==> config.mk <==
export PLATFORM = sky130hd
export DESIGN_NAME = cap_addr_unit
export DESIGN_NICKNAME = d
export VERILOG_FILES = /design/src/rtl/cap_addr_pkg.sv /design/src/rtl/cap_perm_check.sv /design/src/rtl/cap_bounds_check.sv /design/src/rtl/cap_rsp_reg.sv /design/src/rtl/cap_addr_unit.sv
export SDC_FILE = /design/constraint.sdc
export NUM_CORES = 1
export LEC_CHECK = 0
export BUFFER_PORTS_ARGS = -buffer_cell sky130_fd_sc_hd__buf_4
export CORE_MARGIN = 3
export CORE_UTILIZATION = 29
export DETAILED_ROUTE_END_ITERATION = 6
export PLACE_DENSITY = 0.45
export SYNTH_ARGS = -nofsm -noshare
export SYNTH_HDL_FRONTEND = slang
export SYNTH_HIERARCHICAL = 1
export SYNTH_SLANG_ARGS = --single-unit
==> constraint.sdc <==
create_clock -name clk_i -period 1.75 [get_ports clk_i]
set_input_delay 0.35 -clock clk_i [delete_from_list [all_inputs] [get_ports clk_i]]
set_output_delay 0.35 -clock clk_i [all_outputs]
set_load 0.02 [all_outputs]
==> src/rtl/cap_addr_pkg.sv <==
package cap_addr_pkg;
  typedef enum logic [1:0] {
    ACC_FETCH = 2'd0,
    ACC_LOAD  = 2'd1,
    ACC_STORE = 2'd2,
    ACC_STX   = 2'd3
  } acc_kind_e;

  typedef struct packed {
    logic exec;
    logic load;
    logic store;
  } cap_perm_t;

  localparam logic [7:0] EXC_NONE   = 8'h00;
  localparam logic [7:0] EXC_LENGTH = 8'h01;
  localparam logic [7:0] EXC_TAG    = 8'h02;
  localparam logic [7:0] EXC_SEAL   = 8'h03;
  localparam logic [7:0] EXC_EXEC   = 8'h11;
  localparam logic [7:0] EXC_LOAD   = 8'h12;
  localparam logic [7:0] EXC_STORE  = 8'h13;
endpackage

==> src/rtl/cap_perm_check.sv <==
module cap_perm_check
  import cap_addr_pkg::*;
(
  input  logic      tag_i,
  input  logic      sealed_i,
  input  cap_perm_t perm_i,
  input  logic [1:0] kind_i,
  output logic      fault_o,
  output logic [7:0] code_o
);
  acc_kind_e kind;
  logic      perm_ok;
  logic [7:0] perm_code;

  assign kind = acc_kind_e'(kind_i);

  always_comb begin
    unique case (kind)
      ACC_FETCH: begin perm_ok = perm_i.exec;  perm_code = EXC_EXEC;  end
      ACC_LOAD:  begin perm_ok = perm_i.load;  perm_code = EXC_LOAD;  end
      default:   begin perm_ok = perm_i.store; perm_code = EXC_STORE; end
    endcase
  end

  // fixed priority: tag, seal, permission
  always_comb begin
    fault_o = 1'b1;
    if (!tag_i)        code_o = EXC_TAG;
    else if (sealed_i) code_o = EXC_SEAL;
    else if (!perm_ok) code_o = perm_code;
    else begin
      fault_o = 1'b0;
      code_o  = EXC_NONE;
    end
  end
endmodule

==> src/rtl/cap_bounds_check.sv <==
module cap_bounds_check #(
  parameter int unsigned AW      = 64,
  parameter int unsigned WIDTH_W = 2
) (
  input  logic [AW-1:0]      base_i,
  input  logic [AW-1:0]      offset_i,
  input  logic [AW-1:0]      length_i,
  input  logic [AW-1:0]      raw_i,
  input  logic [WIDTH_W-1:0] width_i,
  output logic               fault_o,
  output logic [AW-1:0]      vaddr_o
);
  localparam int unsigned XW     = AW + 2;
  localparam int unsigned NSIZES = 1 << WIDTH_W;

  logic [AW-1:0] cursor;
  logic [AW:0]   vaddr_x;
  logic [AW:0]   limit_x;
  logic [XW-1:0] end_x;
  logic [XW-1:0] size_tbl [NSIZES];
  logic [XW-1:0] size_x;

  for (genvar i = 0; i < NSIZES; i++) begin : g_size
    assign size_tbl[i] = XW'(1) << i;
  end

  assign size_x  = size_tbl[width_i];
  assign cursor  = base_i + offset_i;
  assign vaddr_x = {1'b0, cursor} + {1'b0, raw_i};
  assign limit_x = {1'b0, base_i} + {1'b0, length_i};
  assign end_x   = {1'b0, vaddr_x} + size_x;

  assign fault_o = (end_x > {1'b0, limit_x}) || (vaddr_x < {1'b0, base_i});
  assign vaddr_o = vaddr_x[AW-1:0];
endmodule

==> src/rtl/cap_rsp_reg.sv <==
module cap_rsp_reg #(
  parameter int unsigned AW = 64
) (
  input  logic          clk_i,
  input  logic          rst_ni,
  input  logic          en_i,
  input  logic          fault_i,
  input  logic [7:0]    code_i,
  input  logic [AW-1:0] addr_i,
  input  logic [7:0]    reg_num_i,
  output logic          valid_o,
  output logic          fault_o,
  output logic [7:0]    code_o,
  output logic [AW-1:0] addr_o,
  output logic [7:0]    reg_num_o
);
  always_ff @(posedge clk_i or negedge rst_ni) begin
    if (!rst_ni) begin
      valid_o   <= 1'b0;
      fault_o   <= 1'b0;
      code_o    <= '0;
      addr_o    <= '0;
      reg_num_o <= '0;
    end else begin
      valid_o <= en_i;
      if (en_i) begin
        fault_o   <= fault_i;
        code_o    <= code_i;
        addr_o    <= addr_i;
        reg_num_o <= reg_num_i;
      end
    end
  end
endmodule

==> src/rtl/cap_addr_unit.sv <==
module cap_addr_unit
  import cap_addr_pkg::*;
#(
  parameter int unsigned AW      = 64,
  parameter int unsigned WIDTH_W = 2,
  parameter logic [7:0]  CAP_IDX = 8'd0
) (
  input  logic          clk_i,
  input  logic          rst_ni,
  input  logic          req_valid_i,
  input  logic [1:0]    acc_kind_i,
  input  logic [1:0]    acc_width_i,
  input  logic [63:0]   raw_addr_i,
  input  logic          cap_tag_i,
  input  logic          cap_sealed_i,
  input  logic          cap_perm_exec_i,
  input  logic          cap_perm_load_i,
  input  logic          cap_perm_store_i,
  input  logic [63:0]   cap_base_i,
  input  logic [63:0]   cap_offset_i,
  input  logic [63:0]   cap_length_i,
  output logic          rsp_valid_o,
  output logic          rsp_fault_o,
  output logic [63:0]   rsp_addr_o,
  output logic [7:0]    rsp_exc_code_o,
  output logic [7:0]    rsp_reg_num_o
);
  cap_perm_t     perm;
  logic          perm_fault;
  logic [7:0]    perm_code;
  logic          bnd_fault;
  logic [AW-1:0] vaddr;
  logic          fault;
  logic [7:0]    code;
  logic [AW-1:0] addr;

  assign perm = '{exec: cap_perm_exec_i, load: cap_perm_load_i, store: cap_perm_store_i};

  cap_perm_check u_perm (
    .tag_i    (cap_tag_i),
    .sealed_i (cap_sealed_i),
    .perm_i   (perm),
    .kind_i   (acc_kind_i),
    .fault_o  (perm_fault),
    .code_o   (perm_code)
  );

  cap_bounds_check #(.AW(AW), .WIDTH_W(WIDTH_W)) u_bnd (
    .base_i   (cap_base_i[AW-1:0]),
    .offset_i (cap_offset_i[AW-1:0]),
    .length_i (cap_length_i[AW-1:0]),
    .raw_i    (raw_addr_i[AW-1:0]),
    .width_i  (acc_width_i[WIDTH_W-1:0]),
    .fault_o  (bnd_fault),
    .vaddr_o  (vaddr)
  );

  // bounds only matter once tag, seal and permission pass
  always_comb begin
    if (perm_fault) begin
      fault = 1'b1;
      code  = perm_code;
    end else if (bnd_fault) begin
      fault = 1'b1;
      code  = EXC_LENGTH;
    end else begin
      fault = 1'b0;
      code  = EXC_NONE;
    end
    addr = fault ? '0 : vaddr;
  end

  logic [AW-1:0] addr_q;

  cap_rsp_reg #(.AW(AW)) u_rsp (
    .clk_i     (clk_i),
    .rst_ni    (rst_ni),
    .en_i      (req_valid_i),
    .fault_i   (fault),
    .code_i    (code),
    .addr_i    (addr),
    .reg_num_i (CAP_IDX),
    .valid_o   (rsp_valid_o),
    .fault_o   (rsp_fault_o),
    .code_o    (rsp_exc_code_o),
    .addr_o    (addr_q),
    .reg_num_o (rsp_reg_num_o)
  );

  assign rsp_addr_o = 64'(addr_q);
endmodule

-- After elaboration in Yosys (flattened, before gate mapping)
Index checks and enable logic that the tools add are counted.
- register bits: 74
- logic and storage cells: 31
- input port bits: 268
- reductions and logical operators: 2
- eq/ne operators: 1
- bitwise gates (word level): 1
- $lt $le $gt $ge: 3
- mux-type cells: 16
- add/sub/neg operators: 4
- operators with widths (cell ; count):
    66-bit binary-select mux with 2-bit select ; 1
    66-bit 2-to-1 mux ; 2
    64-bit by 64-bit adder with 65-bit output ; 2
    65-bit by 66-bit adder with 66-bit output ; 1
    66-bit by 65-bit > comparator with 1-bit output ; 1
    65-bit by 64-bit less-than comparator with 1-bit output ; 1
    64-bit adder ; 1
    64-bit 2-to-1 mux ; 1
    8-bit 2-to-1 mux ; 3
    1-bit 2-to-1 mux ; 6
    5-bit 2-to-1 mux ; 1
    2-bit one-hot mux with 2 select lines ; 1
    3-bit >= comparator, second input constant ; 1
    2-bit inverter with 3-bit output ; 1
    2-bit by 1-bit equality test with 1-bit output, second input constant ; 1
    2-bit logical NOT ; 1
    1-bit one-hot mux with 2 select lines ; 1
    1-bit logical OR ; 1

-- Depth between registers and ports, before layout
- depth after elaboration: 10
- mapped depth: 47
- gate-level depth less buffers: 43

-- Hierarchy
The synthesis kept the hierarchy.
- modules (own cells, without submodules) (module ; times used ; area an instance (um2) ; cells each):
    cap_bounds_check ; 1 ; 16173.0 ; 2337
    cap_rsp_reg ; 1 ; 3435.8 ; 172
    cap_addr_unit ; 1 ; 1022.2 ; 89
    cap_perm_check ; 1 ; 130.1 ; 17

-- Worst setup path after synthesis
No wires, ideal clock.
- path type: input -> register
- start point: input port cap_base_i[0]
- end point: register u_rsp.code_o[0]
- library setup time: 125 ps
- buffers on the path: 3
- setup slack: -7348 ps
- cell stages on the path: 46
- arrival: 8973 ps
- cell sequence: ha_1 -> inv_1 -> fa_1 -> nor2b_1 -> o21ai_0 -> a21boi_0 -> o21a_1 -> a31oi_1 -> o41ai_1 -> nand2_1 -> o21ai_0 -> and2_1 -> or3_1 -> a21oi_1 -> xnor2_1 -> ha_1 -> buf_2 -> nand4_1 -> [... 10 more ...] -> nand3_1 -> xnor2_1 -> ha_1 -> a21o_1 -> a21o_1 -> a21o_1 -> a21oi_1 -> nor2b_1 -> o21ai_0 -> nand2b_1 -> a221oi_1 -> o21ai_0 -> a21oi_1 -> a21oi_1 -> or3b_1 -> buf_6 -> mux2_1 -> mux2_4
- longest elaborated chain between the ends: 7
- elaborated cells between the ends (all ways): 9
- ends and longest elaborated chain (what ; line ; text):
    start, declared ; cap_addr_unit.sv:19 ; input logic [63:0] cap_base_i,
    64-bit adder (*) ; cap_bounds_check.sv:28 ; assign cursor = base_i + offset_i;
    64-bit by 64-bit adder with 65-bit output (*) ; cap_bounds_check.sv:29 ; assign vaddr_x = {1'b0, cursor} + {1'b0, raw_i};
    named net vaddr[42] ; cap_addr_unit.sv:32 ; logic [AW-1:0] vaddr;
    65-bit by 66-bit adder with 66-bit output ; cap_bounds_check.sv:31 ; assign end_x = {1'b0, vaddr_x} + size_x;
    66-bit by 65-bit > comparator with 1-bit output ; cap_bounds_check.sv:33 ; assign fault_o = (end_x > {1'b0, limit_x}) || (vaddr_x < {1'b0, base_i});
    1-bit logical OR (*) ; cap_bounds_check.sv:33 ;
    named net bnd_fault ; cap_addr_unit.sv:31 ; logic bnd_fault;
    1-bit 2-to-1 mux (*) ; cap_addr_unit.sv:63 ; end else if (bnd_fault) begin
    8-bit 2-to-1 mux (*) ; cap_addr_unit.sv:60 ; if (perm_fault) begin
    named net code[0] ; cap_addr_unit.sv:34 ; logic [7:0] code;
    end signal, assigned ; cap_rsp_reg.sv:28 ; code_o <= code_i;
    end, declared ; cap_rsp_reg.sv:13 ; output logic [7:0] code_o,
The timed path passes the listed nets; every way through them passes the cells marked *.
A chain may end at the register's enable or synchronous reset.

-- Final worst setup path
- start point: input port cap_base_i[19]
- end point: register u_rsp.code_o[0]
The elaborated chain is that of the path after synthesis.

==> flow_summary.json <==
{
  "hold_class": "primary input to asynchronous set/reset pin",
  "power.leakage_nw": 16.6,
  "status": "finished, violations left",
  "antenna_found_initial": 0,
  "cp_data_required_time_ns": 1.97,
  "startpoint_type": "primary input",
  "worst_pin_slew_ns": 0.639,
  "fmax_ghz": 0.113,
  "clk_latency_ns": 0.33,
  "critical-path-top-delay-family": "simple AND/OR/NAND/NOR gates",
  "crit_slowest_cell": "or4_4",
  "hpwl_um": 83600,
  "cts_made_buffers": 9,
  "seqCellArea_sq_mm": 0.00205,
  "grt_max_degree": 83,
  "cts_max_level": 3,
  "ys_warn_count": 6,
  "avgViaCountPerCell": 5.07,
  "yosysTopAreaCell": "ha_1",
  "nFillCells": 7153,
  "cts_sinks": 82,
  "pre_cts_slack_ns": -7.85,
  "hold_viol_final": 0,
  "ys_seq_area_share_pct": 9.88,
  "cts_hold_buf": 0,
  "netlist_top_cells_area": "ha_1, dfrtp_1, a21oi_1",
  "placedCellCount": 4804,
  "worst_slack_ns": -7.11,
  "vias": 24600,
  "synth_simple_gate_area_share_pct": 22.7,
  "ys_seq_elements": 82,
  "grt_pass1_wl_um": 143000,
  "tritoncts": "done",
  "synthAdderAreaFrac_pct": 19.9,
  "diodes": 0,
  "postSynthAreaPerCell_sq_um": 7.94,
  "die_width_um": 274,
  "layout_commonest_cell": "buf_4",
  "violations": "negative setup slack",
  "clock-root-buffer": "clkbuf_16",
  "synth_xor_area_share_pct": 9.28,
  "grt_overflow": 0,
  "maxSlewHeadroom_pct": 57.2,
  "synth_compound_area_share_pct": 26.2,
  "drc": 0,
  "io_pins": 350,
  "drtAntennaViolNets": 0,
  "path_buf_inv": 5,
  "place.gp.congestion": 0.946,
  "syn_area_sq_mm": 0.0208,
  "ir_drop_mv": 0.614,
  "worstSetupPathType": "primary input to flip-flop",
  "syn2layout_area_growth_pct": 56.4,
  "rsz0062_at_grt": "true",
  "synth_top_family_by_area": "compound AO/OA/AOI/OAI gates",
  "synthMuxAreaShare_pct": 6.20,
  "fin_skew_ns": 0,
  "num_rows": 97,
  "routedWlPerCell_um": 19.7,
  "synth.distinct_cells": 97,
  "die_area_sq_mm": 0.0748,
  "setup_violations": 66,
  "drt-total-wl_um": 95500,
  "first_pass_iters": 5,
  "critPathMaxStageDelay_ns": 0.59,
  "synth_edf_count": 0,
  "drive_gt1_share_pct": 42.0,
  "layout.cells.most_common_list": "buf_4, ha_1, a21oi_1, nand2_1, nor2_1",
  "fin_crit_sh_pct": 506,
  "crit_arrival_ns": 9.08,
  "synthFlopType": "dfrtp_1",
  "cp_max_fo": 8,
  "crit_top_cell": "a21o_1",
  "drv_cap": 0,
  "grt_use_total_pct": 24.4,
  "drv_slew": 0,
  "async_reset_ff_share_pct": 100,
  "coreArea_sq_mm": 0.0705,
  "cp-end-kind": "flip-flop",
  "path_clk_slew_ns": 0.07,
  "numPortBuffers": 349,
  "fin_crit_ns": 8.86,
  "layout.cells.non_filler": 4847,
  "grt_pass1_vias": 25100,
  "syn_inst": 2615,
  "multiInputGateArea_sq_mm": 0.0179,
  "initial_core_util_pct": 29.4,
  "die_y_um": 274,
  "drt_iter0_drc": 1255,
  "nNetsFinal": 4498,
  "cts_max_path_buffers": 2,
  "p_per_area_mw_per_mm2": 963,
  "synth_top_area_share_pct": 19.5
}
through the flow:
stage                     TNS [ns]  utilization (%)  total power, W  hold WS (ns)  instance area (sq um)
after detailed placement   -514.88             44.8          0.0280         0.420                  31600
final                      -464.64             46.0          0.0313        0.0139                  32500
after global routing       -481.98             46.0          0.0338        0.0614                  32500
after CTS                  -459.46             45.5          0.0305        0.0504                  32100
after floorplan            -428.27                -          0.0156        0.0544                  20900
after global placement     -507.25             44.8          0.0278         0.424                  31600
layout make-up:
type / count / share of cell area [%]
clock buffers: 9 / 0.694
clock inverters: 7 / 0.220
inverters: 133 / 1.54
multi-input cells: 2303 / 55.2
flip-flops and latches: 82 / 6.32
well taps: 940 / 3.62
repair buffers: 1373 / 32.4
per-layer routing:
layer | GRT usage (%) | share of wire [%]
met1 | 33.1 | 47
met2 | 42.5 | 48
met3 | 1.08 | 3.0
met4 | 5.38 | 2.3
met5 | 0 | 0
path summary, 6_finish.rpt:
kind / slack, ns / cells past startpoint / end / startpoint
min in group clk_i: 0.24 / 1 / u_rsp/valid_o$_DFF_PN0_ / req_valid_i
worst min-delay path: 0.01 / 2 / u_rsp/addr_o[58]$_DFFE_PN0P_ / rst_ni
worst max-delay path: -7.11 / 44 / u_rsp/code_o[0]$_DFFE_PN0P_ / cap_base_i[19]
max in group asynchronous: 1.33 / 2 / u_rsp/addr_o[0]$_DFFE_PN0P_ / rst_ni
worst min register to register: 0.51 / 1 / u_rsp/code_o[5]$_DFFE_PN0P_ / u_rsp/code_o[5]$_DFFE_PN0P_
worst max register to register: 0.87 / 1 / u_rsp/addr_o[39]$_DFFE_PN0P_ / u_rsp/addr_o[39]$_DFFE_PN0P_
sequential cells by signal (all words and copies together) (netlist names):
register,flops
u_rsp/fault_o,1
u_rsp/code_o,8
u_rsp/addr_o,64
u_rsp/reg_num_o,8
u_rsp/valid_o,1
synth_stat cells (36+ instances only):
cell	instances
a21o_1	154
a21oi_1	252
clkbuf_1	57
dfrtp_1	82
ha_1	324
inv_1	133
mux2_4	80
nand2_1	201
nand3_1	69
nand4_1	78
nor2_1	162
nor2b_1	38
nor3_1	36
nor3b_2	64
o21a_1	40
o21ai_0	136
o21bai_1	36
xnor2_1	144
xor2_1	76
what timing repair did:
item | 4_1_cts | 5_1_grt
hold endpoints to repair | 0 | 0
endpoints found under the setup margin | 66 | 66
gates resized for setup | 18 | 51
gates cloned | 1 | 4
setup buffers | 7 | 18
pin swaps | 13 | 32
where the power goes:
group / total, W / leakage (nW) / switching, W / internal (W)
Sequential: 0.00227 / 1.10 / 0.000186 / 0.00208
Clock: 0.00188 / 0.139 / 0.000882 / 0.00100
Combinational: 0.0271 / 15.3 / 0.0137 / 0.0134
logic make-up (layout without fill, tap and decap cells):
logic type               Yosys count  after routing
other                              2             13
XOR/XNOR                         220            220
flip-flops                        82             82
AND/OR/NAND/NOR                  825            826
buffers and inverters            242           1522
multiplexers                      88             88
AO/OA/AOI/OAI                    828            828
adder cells (fa/ha/maj)          328            328
(Power assumes the default switching activity.)
